`config.mk`:
```
export PLATFORM = sky130hd
export DESIGN_NAME = cfgwin_xlat
export DESIGN_NICKNAME = d
export VERILOG_FILES = /design/src/rtl/cfgx_pkg.sv /design/src/rtl/cfgx_idsel_enc.sv /design/src/rtl/cfgx_lane_gen.sv /design/src/rtl/cfgx_out_stage.sv /design/src/rtl/cfgwin_xlat.sv
export SDC_FILE = /design/constraint.sdc
export NUM_CORES = 1
export LEC_CHECK = 0
export BUFFER_PORTS_ARGS = -buffer_cell sky130_fd_sc_hd__buf_4
export CORE_MARGIN = 3
export CORE_UTILIZATION = 30
export CTS_CLUSTER_DIAMETER = 80
export DETAILED_ROUTE_END_ITERATION = 8
export GPL_ROUTABILITY_DRIVEN = 1
export GPL_TIMING_DRIVEN = 0
export PLACE_DENSITY = 0.67
export SLEW_MARGIN = 10
export SYNTH_ARGS = -nofsm -noshare
export SYNTH_HDL_FRONTEND = slang
export SYNTH_SLANG_ARGS = --single-unit
```
`constraint.sdc`:
```
create_clock -name clk -period 0.8 [get_ports clk]
set_input_delay 0 -clock clk [delete_from_list [all_inputs] [get_ports clk]]
set_output_delay 0 -clock clk [all_outputs]
set_load 0.02 [all_outputs]
```
`src/rtl/cfgx_pkg.sv`:
```
package cfgx_pkg;

   typedef enum logic [1:0] {
      SZ_BYTE = 2'd0,
      SZ_HALF = 2'd1,
      SZ_WORD = 2'd2,
      SZ_BAD  = 2'd3
   } acc_size_e;

   typedef struct packed {
      logic        valid;
      logic        write;
      logic [31:0] addr;
      logic [3:0]  be;
      logic [31:0] wdata;
      logic        subword;
      logic        err;
      logic [31:0] fill;
      logic        clr;
   } xlat_out_t;

   // All-ones read fill sized to the access; illegal size fills the word.
   function automatic logic [31:0] fill_for(acc_size_e sz);
      case (sz)
         SZ_BYTE: return 32'h0000_00FF;
         SZ_HALF: return 32'h0000_FFFF;
         default: return 32'hFFFF_FFFF;
      endcase
   endfunction

endpackage

```
`src/rtl/cfgx_idsel_enc.sv`:
```
module cfgx_idsel_enc #(
   parameter int SEL_W = 21,
   parameter int IDX_W = 5
) (
   input  logic [SEL_W-1:0] sel,
   output logic [IDX_W-1:0] idx,
   output logic             none
);

   generate
      if (SEL_W > (1 << IDX_W)) begin : g_bad_width
         $error("cfgx_idsel_enc: SEL_W does not fit in IDX_W bits");
      end
   endgenerate

   // Lowest set bit wins: scan from the top so the last hit is the lowest.
   always_comb begin
      idx = '0;
      for (int i = SEL_W - 1; i >= 0; i--) begin
         if (sel[i]) idx = IDX_W'(i);
      end
   end

   assign none = ~|sel;

endmodule

```
`src/rtl/cfgx_lane_gen.sv`:
```
module cfgx_lane_gen #(
   parameter int DATA_W = 32,
   localparam int LANES = DATA_W / 8,
   localparam int OFF_W = $clog2(LANES)
) (
   input  cfgx_pkg::acc_size_e size,
   input  logic [OFF_W-1:0]    off,
   input  logic [DATA_W-1:0]   wdata,
   output logic [LANES-1:0]    be,
   output logic [DATA_W-1:0]   wdata_al
);
   import cfgx_pkg::*;

   generate
      if (DATA_W % 8 != 0 || LANES < 4) begin : g_bad_width
         $error("cfgx_lane_gen: DATA_W must be a multiple of 8, at least 32");
      end
   endgenerate

   logic [LANES-1:0] base_mask;

   generate
      for (genvar i = 0; i < LANES; i++) begin : g_lane
         if (i == 0) begin : g_first
            assign base_mask[i] = 1'b1;
         end else if (i == 1) begin : g_second
            assign base_mask[i] = (size != SZ_BYTE);
         end else begin : g_upper
            assign base_mask[i] = (size == SZ_WORD) || (size == SZ_BAD);
         end
      end
   endgenerate

   assign be       = base_mask << off;
   assign wdata_al = wdata << {off, 3'b000};

endmodule

```
`src/rtl/cfgx_out_stage.sv`:
```
module cfgx_out_stage (
   input  logic                clk,
   input  logic                rst_n,
   input  logic                load,
   input  cfgx_pkg::xlat_out_t nxt,
   output cfgx_pkg::xlat_out_t cur
);
   import cfgx_pkg::*;

   // Every output lasts exactly one cycle: an idle cycle clears the stage.
   always_ff @(posedge clk or negedge rst_n) begin
      if (!rst_n)    cur <= '0;
      else if (load) cur <= nxt;
      else           cur <= '0;
   end

endmodule

```
`src/rtl/cfgwin_xlat.sv`:
```
module cfgwin_xlat #(
   parameter int WIN_AW  = 19,
   parameter int LOW_W   = 16,
   parameter int BUS_W   = 8,
   parameter int DATA_W  = 32,
   parameter int SEL_LSB = 11
) (
   input  logic              clk,
   input  logic              rst_n,
   input  logic              req_valid,
   input  logic              req_write,
   input  logic [WIN_AW-1:0] req_addr,
   input  logic [1:0]        req_size,
   input  logic [DATA_W-1:0] req_wdata,
   input  logic [31:0]       map_cfg,
   input  logic [BUS_W-1:0]  bus_num,
   output logic              out_valid,
   output logic              out_write,
   output logic [31:0]       out_addr,
   output logic [3:0]        out_be,
   output logic [DATA_W-1:0] out_wdata,
   output logic              out_subword,
   output logic              err_pulse,
   output logic [31:0]       err_rdata,
   output logic              abort_clr
);
   import cfgx_pkg::*;

   localparam int COMP_W = 2 * LOW_W;
   localparam int SEL_W  = COMP_W - SEL_LSB;
   localparam int DEV_W  = 5;
   localparam int LANES  = DATA_W / 8;
   localparam int OFF_W  = $clog2(LANES);
   localparam int TYPE_BIT = LOW_W;

   generate
      if (WIN_AW < LOW_W) begin : g_bad_win
         $error("cfgwin_xlat: window narrower than the low address half");
      end
      if (COMP_W != 32 || BUS_W != 8 || DATA_W != 32) begin : g_bad_fmt
         $error("cfgwin_xlat: configuration address format needs 32/8/32");
      end
   endgenerate

   logic [COMP_W-1:0] comp;
   logic [SEL_W-1:0]  idsel;
   logic [DEV_W-1:0]  dev;
   logic              sel_none;
   logic              bad;
   acc_size_e         size;
   logic [LANES-1:0]  be;
   logic [DATA_W-1:0] wdata_al;
   xlat_out_t         nxt;
   xlat_out_t         cur;

   assign size  = acc_size_e'(req_size);
   assign comp  = {map_cfg[LOW_W-1:0], req_addr[LOW_W-1:0]};
   assign idsel = comp[COMP_W-1:SEL_LSB];

   cfgx_idsel_enc #(.SEL_W(SEL_W), .IDX_W(DEV_W)) enc_i (
      .sel  (idsel),
      .idx  (dev),
      .none (sel_none)
   );

   cfgx_lane_gen #(.DATA_W(DATA_W)) lane_i (
      .size     (size),
      .off      (req_addr[OFF_W-1:0]),
      .wdata    (req_wdata),
      .be       (be),
      .wdata_al (wdata_al)
   );

   assign bad = map_cfg[TYPE_BIT] | sel_none | (size == SZ_BAD);

   always_comb begin
      nxt = '0;
      if (bad) begin
         nxt.err  = 1'b1;
         nxt.fill = req_write ? 32'h0 : fill_for(size);
      end else begin
         nxt.valid   = 1'b1;
         nxt.write   = req_write;
         nxt.addr    = {1'b1, 7'b0, bus_num, dev, comp[SEL_LSB-1:0]};
         nxt.be      = be;
         nxt.wdata   = wdata_al;
         nxt.subword = |req_addr[OFF_W-1:0];
         nxt.clr     = 1'b1;
      end
   end

   cfgx_out_stage stage_i (
      .clk   (clk),
      .rst_n (rst_n),
      .load  (req_valid),
      .nxt   (nxt),
      .cur   (cur)
   );

   assign out_valid   = cur.valid;
   assign out_write   = cur.write;
   assign out_addr    = cur.addr;
   assign out_be      = cur.be;
   assign out_wdata   = cur.wdata;
   assign out_subword = cur.subword;
   assign err_pulse   = cur.err;
   assign err_rdata   = cur.fill;
   assign abort_clr   = cur.clr;

endmodule

```
* Yosys cells after proc, flatten, opt, wreduce, memory -nomap -nowiden *
Index checks and enable logic that the tools add are counted.

storage, ports and cells
  register bits after elaboration = 105
  latch bits = 0
  RAM bits = 0
  bits in read-only memories = 0
  input bits = 97
  output and inout port bits = 105
  logic and storage cells = 49
  memories kept = 0

operators by class
  add/sub/neg operators = 0
  multiply operators = 0
  div/mod/pow operators = 0
  order comparisons = 0
  equality and inequality tests = 3
  shift operators = 2
  multiplexer cells = 27
  bitwise logic cells = 2
  reduce and logical (&&, ||, !) cells = 6

operator list
  operator                                              count
  2-to-1 mux 105 bit                                    1
  2-to-1 mux 5 bit                                      21
  2-to-1 mux 71 bit                                     1
  case mux 32 bit (2 select lines)                      1
  2-to-1 mux 33 bit                                     1
  2-to-1 mux 32 bit                                     1
  << shifter 32 x 5 -> 32 bit                           1
  OR reduction 21 bit                                   1
  equality test 2 bit (second input constant)           2
  << shifter 4 x 2 -> 4 bit                             1
  equality test 2 x 1 -> 1 bit (second input constant)  1
  logical NOT 2 bit                                     1
  bitwise OR 1 bit                                      2
  nonzero test 2 bit                                    1
  OR reduction 2 bit                                    1
  logical NOT 1 bit                                     1
  logical OR 1 bit                                      1
  2-to-1 mux 1 bit                                      1

* Longest topological paths before layout *
  depth in word-level cells = 23
  mapped depth = 6
  gate-level depth less buffers = 5

* Cells and area by module *
Synthesis repeated with hierarchy kept, for this count alone.

second synthesis, totals
  cell total of the unflattened synthesis = 412
  area, all modules = 4718.3 µm²

by module, submodules not included
  module          times used  cells an instance  area each (µm²)  sequential area each (µm²)
  cfgx_out_stage  1           221                3377.0           2627.5
  cfgx_lane_gen   1           71                 573.0            0.0
  cfgwin_xlat     1           78                 510.5            0.0
  cfgx_idsel_enc  1           42                 257.7            0.0

* Worst setup path after synthesis *
No wires, ideal clock.

  kind = input port to flip-flop
  from = input map_cfg[12]
  to = register, netlist name stage_i.cur[74]
  library setup time = 119 ps
  data arrival time = 1174 ps
  required time = 681 ps
  slack = -493 ps
  stages on the path = 6
  path buffers = 1
  cell sequence = or4_1 nor2_2 a31o_4 inv_2 buf_6 and2_1

between the ends
  longest elaborated chain between the ends = 6

RTL lines
  item                            RTL line              RTL
  start, declared                 cfgwin_xlat.sv:15     input logic [31:0] map_cfg,
  OR reduction 21 bit             cfgx_idsel_enc.sv:24  assign none = ~|sel;
  logical NOT 1 bit               cfgx_idsel_enc.sv:24
  bitwise OR 1 bit (2 in series)  cfgwin_xlat.sv:74     assign bad = map_cfg[TYPE_BIT] | sel_none | (size == SZ_BAD);
  2-to-1 mux 71 bit               cfgwin_xlat.sv:78     if (bad) begin
  2-to-1 mux 105 bit              cfgx_out_stage.sv:13  else if (load) cur <= nxt;

No other way between the ends.

* Worst setup path in the final report *
  from = input map_cfg[3]
  to = register, netlist name stage_i.cur[59]

between the ends
  longest elaborated chain between the ends = 6

RTL lines
  item                            RTL line
  OR reduction 21 bit             cfgx_idsel_enc.sv:24
  logical NOT 1 bit               cfgx_idsel_enc.sv:24
  bitwise OR 1 bit (2 in series)  cfgwin_xlat.sv:74
  2-to-1 mux 71 bit               cfgwin_xlat.sv:78
  2-to-1 mux 105 bit              cfgx_out_stage.sv:13

No other way between the ends.

==> flow_summary.yaml <==
outcome:
  status: "finished with violations"
  violations: "negative hold slack, negative setup slack"
clock_network:
  cts_buffer_depth: 2
  path_clk_slew_ns: 0.07
  htreeDepth: 3
  cts_buffers: 9
  clkSinkCount: 67
  postCtsHoldBufs: 38
  root_buffer: "clkbuf_8"
  cts_tree: "yes"
route:
  dr_total_vias: 3027
  postRouteAntennaNets: 0
  route.detailed.drc: 0
  vias_per_cell: 4.445
  drt_wl_total_um: 11220
  dr.pass1.iters: 4
  drt_iter0_markers: 81
  wire_per_inst_um: 16.47
timing:
  rsz0062_at_grt: "yes"
  maxSlewViolCount: 0
  finalSetupViolations: 165
  whs_ns: -0.2359
  tightest_slew_ns: 0.8374
  final_hold_viol_count: 71
  max_slew_margin: 0.4417
  setup_ws_ns: -0.3607
  max_freq_mhz: 861.6
  fin_crit_ns: 1.161
  period_share: 1.451
yosys:
  synth_top_family_by_area: "simple AND/OR/NAND/NOR gates"
  ys_types: 36
  ys.warnings.count: 0
  synth_compound_area_frac: 0.1056
  synth_xor_xnor_area_share: 0
  netlist_instances: 292
  ys_ff_latch: 67
  synth_mux_area_frac: 0.05141
  synth_fa_ha_area_frac: 0
  ys_seq_area_frac: 0.5382
  avgSynthCellArea_um2: 10.67
  synth_area_um2: 3115
  synthSimpleGateAreaFrac: 0.1663
min_path:
  min_path_type: "in2async"
die:
  start_util: 0.3130
  die_h_um: 107.9
  die_x_um: 107.9
  coreArea_um2: 9955
  fp.dieArea_um2: 11640
  num_io_pins: 202
  num_rows: 36
placed_design:
  dp_hpwl_um: 7129
  dp.cells: 605
  io_buffers: 174
  gp_congestion: 0.7501
  pre_cts_slack_ns: -0.7754
setup_path:
  crit_required_ns: 0.98
  path_class: "in2reg"
  cp_data_arrival_time_ns: 1.34
  start_kind: "input port"
  worstSetupEndpointType: "flop"
  critPathMaxFanout: 6
run:
  cap_violations: 0
power_and_ir_drop:
  power.leakage_nw: 3.147
  ir_drop_uv: 874.0
  power_density_nw_per_um2: 1410
global_route:
  globalRouteTotalUtil: 0.1904
  grt_pass1_vias: 3287
  grt_max_degree: 68
  grt.overflow.total: 0
  grt_pass1_wl_um: 17030
  antenna_found_initial: 0
finish:
  syn2layout_area_growth_pct: 102.2
  n_antenna_cell: 0
  reg.largest.list: "stage_i.cur (67)"
  regMostFlops: "stage_i.cur"
  nets: 640
  largest_reg_flops: 67
  instances_no_fill: 681
  layout-drive-gt1-share: 0.6077
[per-layer routing]
| layer | global-route usage | vias to the layer above | share of wire |
|---|---|---|---|
| met5 | 0 | - | 0 |
| met4 | 0.05230 | 0 | 0.013 |
| met2 | 0.3646 | 124 | 0.55 |
| met1 | 0.2075 | 1447 | 0.37 |
| li1 | - | 1444 | - |
| met3 | 0.04559 | 12 | 0.067 |
[metrics by stage]
| stage | hold slack (ns) | instance area, um2 | total power, mW | setup TNS (ns) | utilization |
|---|---|---|---|---|---|
| floorplan | -0.2956 | 3159 | 4.349 | -26.11 | - |
| global route | -0.1710 | 6301 | 9.267 | -37.78 | 0.6330 |
| finish | -0.2359 | 6301 | 8.882 | -32.72 | 0.6330 |
| global placement | 0.1512 | 4632 | 5.134 | -43.19 | 0.4653 |
| CTS | -0.2146 | 6163 | 8.870 | -32.51 | 0.6192 |
| detailed placement | 0.1583 | 4632 | 5.162 | -44.44 | 0.4653 |
[worst max-delay path, cell delays in order]
cell and delay (ns):
buf_6 0.09, or4_4 0.54, nor2_4 0.16, a31o_4 0.23, buf_12 0.15, buf_8 0.12, a211oi_2 0.04
[final cells by class]
cell class	instances	area (um2)
clock buffers	10	137.6
well taps	133	166.4
repair buffers	233	2327
inverters	17	71.32
fillers	740	3654
clock inverters	6	87.58
multi-input cells	164	1328
flip-flops and latches	67	1680
plain buffers	51	503.0
[power by group]
group | internal (mW) | switching (mW) | leakage [nW]
registers | 3.49 | 0.0691 | 0.910
clock network | 1.84 | 1.29 | 0.117
logic | 1.18 | 0.995 | 2.12
total | 6.52 | 2.36 | 3.15
[cell families after synthesis]
kind of cell	after synthesis
other	1
AND/OR/NAND/NOR	97
multiplexers	16
flip-flops	67
buffers and inverters	68
AO/OA/AOI/OAI	43
[cell usage after synthesis (all sizes together)]
master / number / area (um2)
nor2b: 9 / 56.30
a31o: 1 / 17.52
nor4: 3 / 18.77
inv: 17 / 63.81
nor2: 39 / 156.4
nand2b: 2 / 20.02
nand3b: 1 / 11.26
o21ai: 4 / 20.02
a21oi: 4 / 20.02
and3b: 1 / 8.760
o31ai: 2 / 15.01
and2: 21 / 131.4
buf: 44 / 337.8
a2111oi: 3 / 26.28
a221o: 1 / 10.01
nand2: 10 / 37.54
o22a: 8 / 70.07
conb: 1 / 3.750
or4: 3 / 30.03
dfrtp: 67 / 1677
and3: 2 / 12.51
mux2i: 16 / 160.2
a211oi: 18 / 135.1
nor3: 5 / 30.03
clkbuf: 7 / 26.28
a31oi: 1 / 6.260
a311oi: 1 / 8.760
nand3: 1 / 5.000
[placed cells by master (no fill, tap or decap), types with 3 or more instances in the layout]
cell             n
conb_1           7
nor2_4           6
inv_1           14
dfrtp_2          3
o21ai_0          3
buf_12           3
nor2_2          15
dfrtp_1         64
nand2_1         10
buf_6          149
dlygate4sd3_1   38
nor2_1          18
buf_4           82
mux2i_1         16
o22a_1           8
and2_4          20
a211oi_2         9
a211oi_1         9
clkbuf_8        10
or4_4            3
nor2b_1          9
clkbuf_1         5
a21oi_1          3
nor3_1           3
[worst paths after layout]
path | start | endpoint | slack [ns] | depth (start not counted)
worst max-delay path | map_cfg[3] | stage_i.cur[59]$_DFF_PN0_ | -0.36 | 7
worst min-delay path | rst_n | stage_i.cur[75]$_DFF_PN0_ | -0.24 | 1
max in group asynchronous | rst_n | stage_i.cur[8]$_DFF_PN0_ | 0.44 | 1
min in group clk | req_addr[11] | stage_i.cur[83]$_DFF_PN0_ | -0.16 | 2
[what timing repair did]
action	in CTS	in global routing
hold endpoints to repair	111	71
pin swaps	29	7
setup endpoints to repair	163	165
setup buffers	14	4
cloned	4	0
resized for setup	211	27
(Power assumes the default switching activity.)
